$ cat src/rtl/sar_conv_pkg.sv
package sar_conv_pkg;

    typedef enum logic [1:0] {
        ST_IDLE   = 2'd0,
        ST_ARM    = 2'd1,
        ST_DECIDE = 2'd2,
        ST_DONE   = 2'd3
    } sar_state_e;

endpackage

$ cat src/rtl/sar_edge_sync.sv
module sar_edge_sync #(
    parameter int STAGES = 2
) (
    input  logic clk,
    input  logic rst_n,
    input  logic async_i,
    output logic level_o,
    output logic rise_o,
    output logic fall_o
);
    typedef struct packed {
        logic [STAGES-1:0] chain;
        logic              prev;
    } sync_t;

    sync_t r_q, r_d;

    generate
        if (STAGES == 1) begin : g_single
            always_comb begin
                r_d          = r_q;
                r_d.chain[0] = async_i;
                r_d.prev     = r_q.chain[0];
            end
        end else begin : g_multi
            always_comb begin
                r_d       = r_q;
                r_d.chain = {r_q.chain[STAGES-2:0], async_i};
                r_d.prev  = r_q.chain[STAGES-1];
            end
        end
    endgenerate

    always_ff @(posedge clk or negedge rst_n) begin
        if (!rst_n) begin
            r_q <= '0;
        end else begin
            r_q <= r_d;
        end
    end

    assign level_o = r_q.chain[STAGES-1];
    assign rise_o  = r_q.chain[STAGES-1] & ~r_q.prev;
    assign fall_o  = ~r_q.chain[STAGES-1] & r_q.prev;

endmodule

$ cat src/rtl/sar_pulse_qual.sv
module sar_pulse_qual #(
    parameter int MIN_PULSE = 5
) (
    input  logic clk,
    input  logic rst_n,
    input  logic level_i,
    input  logic rise_i,
    output logic long_enough_o
);
    localparam int CW = $clog2(MIN_PULSE + 1);

    logic [CW-1:0] cnt_q, cnt_d;

    always_comb begin
        cnt_d = cnt_q;
        if (rise_i) begin
            cnt_d = CW'(1);
        end else if (level_i && (cnt_q < CW'(MIN_PULSE))) begin
            cnt_d = cnt_q + CW'(1);
        end
    end

    always_ff @(posedge clk or negedge rst_n) begin
        if (!rst_n) begin
            cnt_q <= '0;
        end else begin
            cnt_q <= cnt_d;
        end
    end

    assign long_enough_o = (cnt_q >= CW'(MIN_PULSE));

endmodule

$ cat src/rtl/sar_core.sv
module sar_core
    import sar_conv_pkg::*;
#(
    parameter int WIDTH = 8
) (
    input  logic             clk,
    input  logic             rst_n,
    input  logic             rise_i,
    input  logic             fall_i,
    input  logic             pulse_ok_i,
    input  logic             cmp_i,
    output logic [WIDTH-1:0] trial_o,
    output logic             busy_o,
    output logic             done_o
);
    localparam int IW = (WIDTH > 1) ? $clog2(WIDTH) : 1;

    typedef struct packed {
        sar_state_e       st;
        logic [WIDTH-1:0] trial;
        logic [IW-1:0]    idx;
    } core_t;

    core_t r_q, r_d;
    logic [WIDTH-1:0] t_work;

    always_comb begin
        r_d    = r_q;
        t_work = r_q.trial;
        if (rise_i) begin
            r_d.st    = ST_ARM;
            r_d.trial = '0;
            r_d.idx   = '0;
        end else begin
            case (r_q.st)
                ST_ARM: begin
                    if (fall_i) begin
                        if (pulse_ok_i) begin
                            r_d.st           = ST_DECIDE;
                            r_d.trial        = '0;
                            r_d.trial[WIDTH-1] = 1'b1;
                            r_d.idx          = IW'(WIDTH - 1);
                        end else begin
                            r_d.st = ST_IDLE;
                        end
                    end
                end
                ST_DECIDE: begin
                    if (cmp_i) begin
                        t_work[r_q.idx] = 1'b0;
                    end
                    if (r_q.idx == '0) begin
                        r_d.st = ST_DONE;
                    end else begin
                        t_work[r_q.idx - IW'(1)] = 1'b1;
                        r_d.idx = r_q.idx - IW'(1);
                    end
                    r_d.trial = t_work;
                end
                default: begin
                    r_d = r_q;
                end
            endcase
        end
    end

    always_ff @(posedge clk or negedge rst_n) begin
        if (!rst_n) begin
            r_q.st    <= ST_IDLE;
            r_q.trial <= '0;
            r_q.idx   <= '0;
        end else begin
            r_q <= r_d;
        end
    end

    assign trial_o = r_q.trial;
    assign busy_o  = (r_q.st == ST_DECIDE);
    assign done_o  = (r_q.st == ST_DONE);

endmodule

$ cat src/rtl/sar_conv_ctrl.sv
module sar_conv_ctrl #(
    parameter int WIDTH       = 8,
    parameter int MIN_PULSE   = 5,
    parameter int SYNC_STAGES = 2
) (
    input  logic             clk,
    input  logic             rst_n,
    input  logic             convert_i,
    input  logic             cmp_i,
    input  logic             oe_n_i,
    output logic [WIDTH-1:0] trial_o,
    output logic             ready_n_o,
    output logic [WIDTH-1:0] data_o,
    output logic             data_oe_o
);
    logic conv_level;
    logic conv_rise;
    logic conv_fall;
    logic pulse_ok;
    logic busy;
    logic done;

    sar_edge_sync #(.STAGES(SYNC_STAGES)) sync_i (
        .clk     (clk),
        .rst_n   (rst_n),
        .async_i (convert_i),
        .level_o (conv_level),
        .rise_o  (conv_rise),
        .fall_o  (conv_fall)
    );

    sar_pulse_qual #(.MIN_PULSE(MIN_PULSE)) qual_i (
        .clk           (clk),
        .rst_n         (rst_n),
        .level_i       (conv_level),
        .rise_i        (conv_rise),
        .long_enough_o (pulse_ok)
    );

    sar_core #(.WIDTH(WIDTH)) core_i (
        .clk        (clk),
        .rst_n      (rst_n),
        .rise_i     (conv_rise),
        .fall_i     (conv_fall),
        .pulse_ok_i (pulse_ok),
        .cmp_i      (cmp_i),
        .trial_o    (trial_o),
        .busy_o     (busy),
        .done_o     (done)
    );

    assign ready_n_o = ~done;
    assign data_oe_o = ~oe_n_i;
    assign data_o    = oe_n_i ? '0 : trial_o;

endmodule

$ cat config.mk
export PLATFORM = sky130hd
export DESIGN_NAME = sar_conv_ctrl
export DESIGN_NICKNAME = d
export VERILOG_FILES = /design/src/rtl/sar_conv_pkg.sv /design/src/rtl/sar_edge_sync.sv /design/src/rtl/sar_pulse_qual.sv /design/src/rtl/sar_core.sv /design/src/rtl/sar_conv_ctrl.sv
export SDC_FILE = /design/constraint.sdc
export NUM_CORES = 1
export LEC_CHECK = 0
export ABC_CLOCK_PERIOD_IN_PS = 2600
export BUFFER_PORTS_ARGS = -buffer_cell sky130_fd_sc_hd__buf_2
export CAP_MARGIN = 5
export CORE_MARGIN = 4
export CORE_UTILIZATION = 30
export DETAILED_ROUTE_END_ITERATION = 8
export PLACE_DENSITY = 0.5
export SYNTH_ARGS = -nofsm -noshare
export SYNTH_HDL_FRONTEND = slang
export SYNTH_SLANG_ARGS = --single-unit
$ cat constraint.sdc
create_clock -name clk -period 2.6 [get_ports clk]
set_input_delay 0.78 -clock clk [delete_from_list [all_inputs] [get_ports clk]]
set_output_delay 0.78 -clock clk [all_outputs]
set_load 0.02 [all_outputs]
==> flow_summary_export.csv, run 1 <==
group,metric,value,unit
clock_tree,root_buffer,"clkbuf_8",
clock_tree,path_clk_slew,0.08,ns
timing,drv_slew,0,
layout,design_area,1400,um^2
place,dp_hpwl,2020,um
timing,fmaxAchievable,467,MHz
clock_tree,clock-sinks,19,
grt,grt_start_max_net_pins,20,
drt,remaining_drc_errors,0,
power_and_ir_drop,p_leak,0.650,nW
synthesis,yosys-top-cells-area,"dfrtp_1 37%, ha_1 6.9%, a31oi_1 4.9%, buf_4 4.7%, inv_1 4.7%",
drt,met3_length,159,um
die,dieArea,5360,um^2
layout,mostFrequentLayoutCells,"22 x buf_2, 19 x dfrtp_1, 16 x inv_1, 14 x nor2_1",
run_status,outcome,"finished clean",
worst_setup_path,critPathRequiredTime,2.76,ns
synthesis,yosys_warnings,0,
timing,setup_ws,0.459,ns
die,die_h,73.2,um
layout,post-route-util,0.345,
synthesis,synth_top_area_cell,"dfrtp_1",
worst_setup_path,crit_family,"compound AO/OA/AOI/OAI gates",
grt,grt_pass1_wl,4550,um
die,core_area,4060,um^2
grt,antenna_found_initial,0,
timing,hold_viol,0,
timing,min_period_over_period,0.823,
min_path,min_to,"sync_i.level_o$_DFF_PN0_",
layout,n_antenna_cell,0,
worst_setup_path,startpoint_type,"flip-flop",
synthesis,netlist_area,1280,um^2
synthesis,ys_seq_elements,19,
grt,grt_pass1_vias,989,
worst_setup_path,arrival,2.30,ns
layout,layout.nets,175,
power_and_ir_drop,total_power,0.00145,W
clock_tree,clockBufferDepth,2,
min_path,worstHoldPathCells,0,
clock_tree,cts_buffers,3,
timing,rsz0062_at_grt,"no",
clock_tree,cts_htree_levels,1,
worst_setup_path,rr_endpoint,"core_i.trial_o[3]$_DFFE_PN0P_",
timing,slew_headroom,0.476,
worst_setup_path,r2r_slack,0.46,ns
place,place.port_buffers,22,
worst_setup_path,crit_buf_inv,0,
drt,m1WireLength,1310,um
layout,drive_gt1_frac,0.179,
drt,wl_met2,1210,um
worst_setup_path,cpPeakStageDelay,0.66,ns
grt,grt_usage,0.108,
clock_tree,clk_latency,0.26,ns
timing,clock_skew,0.00285,ns
drt,drtPass1Iterations,5,
synthesis,syn_inst,151,
place,place_congestion,0.862,
clock_tree,cts-resized-gates,0,
drt,vias,1035,
clock_tree,cts_setup_buffers,0,
clock_tree,cts_tree,"yes",
drt,post_drt_via_cell_ratio,4.88,
layout,layout_commonest_cell,"buf_2",
timing,setup_violations,0,
worst_setup_path,worst-path-max-fanout,11,
drt,drt-initial-drc-count,49,
die,rows,23,
min_path,min_from,"sync_i.r_d[2]$_DFF_PN0_",
die,start_util,0.315,
worst_setup_path,worstSetupPathType,"reg -> reg",
worst_setup_path,path_cells,"nor2b_1 > o22ai_1 > nand3_1 > o32ai_1",
synthesis,yosysUniqueCellTypes,32,
die,die_w,73.2,um
synthesis,synth_nets,163,
timing,worst_pin_slew,0.786,ns
worst_setup_path,ff2ff_path_depth,4,
min_path,hold_path_class,"reg -> reg",
place,place_ws,0.467,ns
layout,syn_to_final_growth,9.71,%
timing,min_period,2.14,ns
synthesis,synth.avg_cell_area,8.45,um^2
drt,totalWireLength,2700,um
clock_tree,holdBufCountCts,0,
timing,tns,0,ns
worst_setup_path,regToRegStartpoint,"sync_i.level_o$_DFF_PN0_",
place,place_area,1360,um^2
synthesis,ys_seq_area_frac,0.373,
drt,routedWlPerCell,12.7,um
worst_setup_path,critPathCaptureType,"flip-flop",
power_and_ir_drop,ir_worst_vdd,606,uV
synthesis,synth_top_area_share,0.373,
power_and_ir_drop,cellPowerDensity,1040,nW/um^2
drt,top_layer_used,"met4",
worst_setup_path,crit_path_top_delay_cell,"o22ai_1",
drt,drtAntennaViolNets,0,
flow_run,maxCapViolCount,0,
grt,grt-ovfl-total,0,
die,ios,23,
-- per-layer routing --
| layer | vias to the layer above | GRT usage |
|---|---|---|
| li1 | 541 | - |
| met1 | 470 | 0.145 |
| met2 | 22 | 0.174 |
| met3 | 2 | 0.0344 |
| met4 | 0 | 0.0184 |
| met5 | - | 0 |
-- cell usage after synthesis --
library cell   n
o31a_1         1
a221oi_1       1
or3b_1         1
buf_2          3
nor3b_1        1
inv_1         16
nand2_1       10
ha_1           7
buf_6          2
buf_4          8
nor2b_1        6
a31oi_1       10
nand4_1        1
a211o_1        1
clkbuf_1       5
a32o_1         1
o31ai_1        2
nor3_1         4
a211oi_4       1
o22ai_1        2
o22a_1         2
o32ai_1        4
o21ai_0        2
nand2b_1       4
o21ai_1        2
a41oi_1        2
dfrtp_1       19
nand3_1        5
a21oi_1       10
a21o_1         3
o21bai_1       1
nor2_1        14
-- registers in the layout, indices dropped and copies added, names as in the netlist --
register / flops
core_i.r_q: 5
core_i.trial_o: 8
qual_i.cnt_q: 3
sync_i.level_o: 1
sync_i.r_d: 1
sync_i.r_q: 1
-- worst reg2reg max path, stage by stage (launching register included) --
cell and delay, ns:
dfrtp_1 0.47, nor2b_1 0.29, o22ai_1 0.66, nand3_1 0.31
o32ai_1 0.32
-- logic make-up (layout without fill, tap and decap cells) --
group / after synthesis / count (layout) / synth area share
AOI/OAI and AO/OA: 45 / 45 / 0.248
adders and majority gates: 7 / 7 / 0.0686
buffers and inverters: 34 / 45 / 0.138
DFF: 19 / 19 / 0.373
and+or+nand+nor: 46 / 46 / 0.173
-- power breakdown --
group / total [W] / internal (W) / switching, W / leakage, nW
registers: 0.000467 / 0.000366 / 0.000102 / 0.236
logic: 0.000771 / 0.000307 / 0.000463 / 0.392
clock network: 0.000213 / 0.000109 / 0.000104 / 0.0228
-- layout make-up --
class	instances	area [um^2]
timing repair buffer	25	133
clock buffer	4	45.0
multi-input combinational	98	624
sequential	19	475
inverter	16	60.1
tap	50	62.6
fill	422	2660
-- through the flow --
step | hold WS (ns) | std cells
after global placement | 0.339 | 208
after detailed placement | 0.345 | 208
after floorplan | 0.331 | 151
final | 0.359 | 212
after CTS | 0.363 | 212
after global routing | 0.374 | 212
-- how the worst max path moves through the flow --
stage,cells after the start,slack (ns),end,start
3_3_place_gp,3,0.61,data_o[1],oe_n_i
3_5_place_dp,4,0.47,core_i.trial_o[3]$_DFFE_PN0P_,sync_i.level_o$_DFF_PN0_
2_1_floorplan,2,0.54,data_o[4],oe_n_i
5_1_grt,4,0.25,core_i.trial_o[3]$_DFFE_PN0P_,sync_i.level_o$_DFF_PN0_
6_report,4,0.46,core_i.trial_o[3]$_DFFE_PN0P_,sync_i.level_o$_DFF_PN0_
4_1_cts,4,0.47,core_i.trial_o[3]$_DFFE_PN0P_,sync_i.level_o$_DFF_PN0_
No activity file was read; power rests on OpenSTA's default activity.
==> run 2: changes to the inputs <==
--- a/config.mk
+++ b/config.mk
@@ -5,7 +5,8 @@
 export SDC_FILE = /design/constraint.sdc
 export NUM_CORES = 1
 export LEC_CHECK = 0
-export ABC_CLOCK_PERIOD_IN_PS = 2600
+export ABC_AREA = 1
+export ABC_CLOCK_PERIOD_IN_PS = 2100
 export BUFFER_PORTS_ARGS = -buffer_cell sky130_fd_sc_hd__buf_2
 export CAP_MARGIN = 5
 export CORE_MARGIN = 4
==> constraint.sdc (replaced) <==
create_clock -name clk -period 2.1 [get_ports clk]
set_input_delay 0.63 -clock clk [delete_from_list [all_inputs] [get_ports clk]]
set_output_delay 0.63 -clock clk [all_outputs]
set_load 0.02 [all_outputs]
==> flow_summary_export.csv, run 2 <==
group,metric,value,unit
run_status,outcome,"finished clean",
die,dieArea,5310,um^2
grt,grt_use_met2,0.191,
grt,antenna_found_initial,0,
power_and_ir_drop,swShare,0.489,
timing,setup_ws,0.393,ns
clock_tree,cts_setup_buffers,0,
power_and_ir_drop,p_leak,0.779,nW
timing,clock_skew,0.00270,ns
timing,fmaxAchievable,586,MHz
synthesis,netlist_area,1260,um^2
synthesis,syn_inst,182,
synthesis,ys_seq_elements,19,
layout,syn_to_final_growth,12.3,%
worst_setup_path,critPathCaptureType,"output port",
synthesis,synthMostInstantiatedCell,"nand2_1",
clock_tree,root_buffer,"clkbuf_8",
drt,drtAntennaViolNets,0,
layout,design_area,1420,um^2
drt,remaining_drc_errors,0,
grt,grt_use_met1,0.128,
timing,worst_pin_slew,0.434,ns
power_and_ir_drop,ir_worst_vdd,412,uV
worst_setup_path,cp-startpoint,"oe_n_i",
grt,grt_pass1_wl,4570,um
worst_setup_path,rr_endpoint,"core_i.trial_o[2]$_DFFE_PN0P_",
clock_tree,holdBufCountCts,0,
flow_run,maxCapViolCount,0,
die,start_util,0.313,
synthesis,synth_nets,194,
timing,rsz0062_at_grt,"no",
die,ios,23,
timing,min_period,1.71,ns
synthesis,yosysUniqueCellTypes,20,
worst_setup_path,ff2ff_path_depth,6,
drt,drt-initial-drc-count,42,
grt,grt_start_max_net_pins,20,
synthesis,synth.top_cells.by_count,"40 x nand2_1, 30 x inv_1, 30 x nor2_1, 19 x dfrtp_1, 12 x a21oi_1",
worst_setup_path,startpoint_type,"input pin",
place,place_area,1370,um^2
grt,grt_pass1_vias,1046,
worst_setup_path,crit_family,"buffers and inverters",
clock_tree,clock-sinks,19,
power_and_ir_drop,power_frac_seq,0.314,
drt,totalWireLength,2690,um
worst_setup_path,arrival,1.08,ns
synthesis,synth.avg_cell_area,6.94,um^2
layout,fillers,445,
timing,drv_slew,0,
place,dp_hpwl,2100,um
worst_setup_path,path_cells,"buf_2 > nor2_1 > buf_2",
drt,vias,1103,
synthesis,ys_seq_area_frac,0.377,
place,place_congestion,0.852,
clock_tree,cts_buffers,3,
worst_setup_path,critPathRequiredTime,1.47,ns
power_and_ir_drop,comb_power_share,0.539,
synthesis,synth_top_area_cell,"dfrtp_1",
clock_tree,cts-resized-gates,0,
timing,tns,0,ns
timing,hold_viol,0,
clock_tree,cts_tree,"yes",
worst_setup_path,crit_buf_inv,2,
grt,grt-ovfl-total,0,
clock_tree,clockBufferDepth,2,
grt,grt_usage,0.113,
die,rows,23,
timing,setup_violations,0,
layout,layout.nets,212,
synthesis,synth_top_area_share,0.377,
power_and_ir_drop,cellPowerDensity,1250,nW/um^2
timing,min_period_over_period,0.813,
place,place_ws,0.381,ns
drt,drtPass1Iterations,4,
synthesis,yosys_warnings,0,
clock_tree,clk_latency,0.26,ns
worst_setup_path,r2r_slack,0.57,ns
clock_tree,path_clk_slew,0.07,ns
worst_setup_path,regToRegStartpoint,"core_i.r_q[11]$_DFFE_PN0P_",
synthesis,synthArstFlopShare,1.00,
worst_setup_path,cpPeakStageDelay,0.17,ns
synthesis,synth_edf_count,0,
worst_setup_path,worstSetupPathType,"in -> out",
die,core_area,4030,um^2
timing,slew_headroom,0.711,
die,die_h,72.9,um
drt,routedWlPerCell,10.8,um
grt,busiest_layer,"met2",
worst_setup_path,crit_path_top_delay_cell,"buf_2",
die,die_w,72.9,um
layout,drive_gt1_frac,0.176,
power_and_ir_drop,p_int,0.000902,W
synthesis,yosys-top-cells-area,"dfrtp_1 38%, nand2_1 12%, inv_1 8.9%, nor2_1 8.9%, ha_1 6.9%",
min_path,hold_path_class,"in -> async",
layout,mostFrequentLayoutCells,"40 x nand2_1, 30 x inv_1, 30 x nor2_1, 22 x buf_2, 19 x dfrtp_1",
drt,post_drt_via_cell_ratio,4.43,
power_and_ir_drop,pwr-share-clk,0.147,
grt,use_met3,0.0344,
synthesis,synth_flop_cell,"dfrtp_1",
layout,largest_reg_flops,8,
place,place.port_buffers,22,
power_and_ir_drop,p_switching,0.000863,W
clock_tree,cts_htree_levels,1,
layout,layout_commonest_cell,"nand2_1",
worst_setup_path,worst-path-max-fanout,9,
worst_setup_path,path_common_cell,"buf_2",
layout,n_antenna_cell,0,
## run 2: cell types whose count changed in the layout (fill, tap and decap cells not counted), moves of 6 or more
cell,before,now
a31oi_1,10,0
nand2_1,10,40
nor2_1,14,30
inv_1,16,30
nor2b_1,6,0
o21ai_1,2,8
## run 2: power by group through the flow
stage / Clock (W) / Sequential (W) / Combinational, W
finish: 0.000260 / 0.000555 / 0.000951
global route: 0.000289 / 0.000574 / 0.00110
CTS: 0.000277 / 0.000556 / 0.000965
detailed placement: 0 / 0.000563 / 0.000961
global placement: 0 / 0.000565 / 0.000959
floorplan: 0 / 0.000537 / 0.000780
## run 2: worst max-delay path by stage
stage	to	slack [ns]	cells after the start
after floorplan	data_o[0]	0.36	2
after global placement	data_o[3]	0.42	3
after detailed placement	data_o[5]	0.38	3
after CTS	data_o[5]	0.38	3
after global routing	data_o[4]	0.35	3
final	data_o[5]	0.39	3
## run 2: logic make-up (layout without fill, tap and decap cells)
kind of cell	Yosys count	in the layout	synth area share
compound gates	25	25	0.100
simple gates	90	90	0.308
fa+ha+maj	7	7	0.0694
buf+inv	41	58	0.146
flops	19	19	0.377
## run 2: area by class of cell
class	count	area [um^2]	share of cell area
inverters	32	120	0.0847
multi-input cells	122	603	0.425
clock buffers	3	41.3	0.0291
well taps	50	62.6	0.0441
repair buffers	22	110	0.0777
flip-flops and latches	19	475	0.335
clock inverters	1	5.00	0.00353
## run 2: stage by stage
stage,hold WS [ns],total power (W),std cells,utilization
finish,0.299,0.00177,249,0.352
floorplan,0.331,0.00132,182,-
CTS,0.306,0.00180,249,0.352
global route,0.327,0.00197,249,0.352
detailed placement,0.339,0.00152,245,0.340
global placement,0.333,0.00152,245,0.340
## run 2: layer usage
metal	up-vias	wire, um	share of wire
met2	19	1230	0.46
met4	0	58	0.022
met5	-	0	0
met3	5	143	0.053
met1	493	1260	0.47
li1	586	-	-
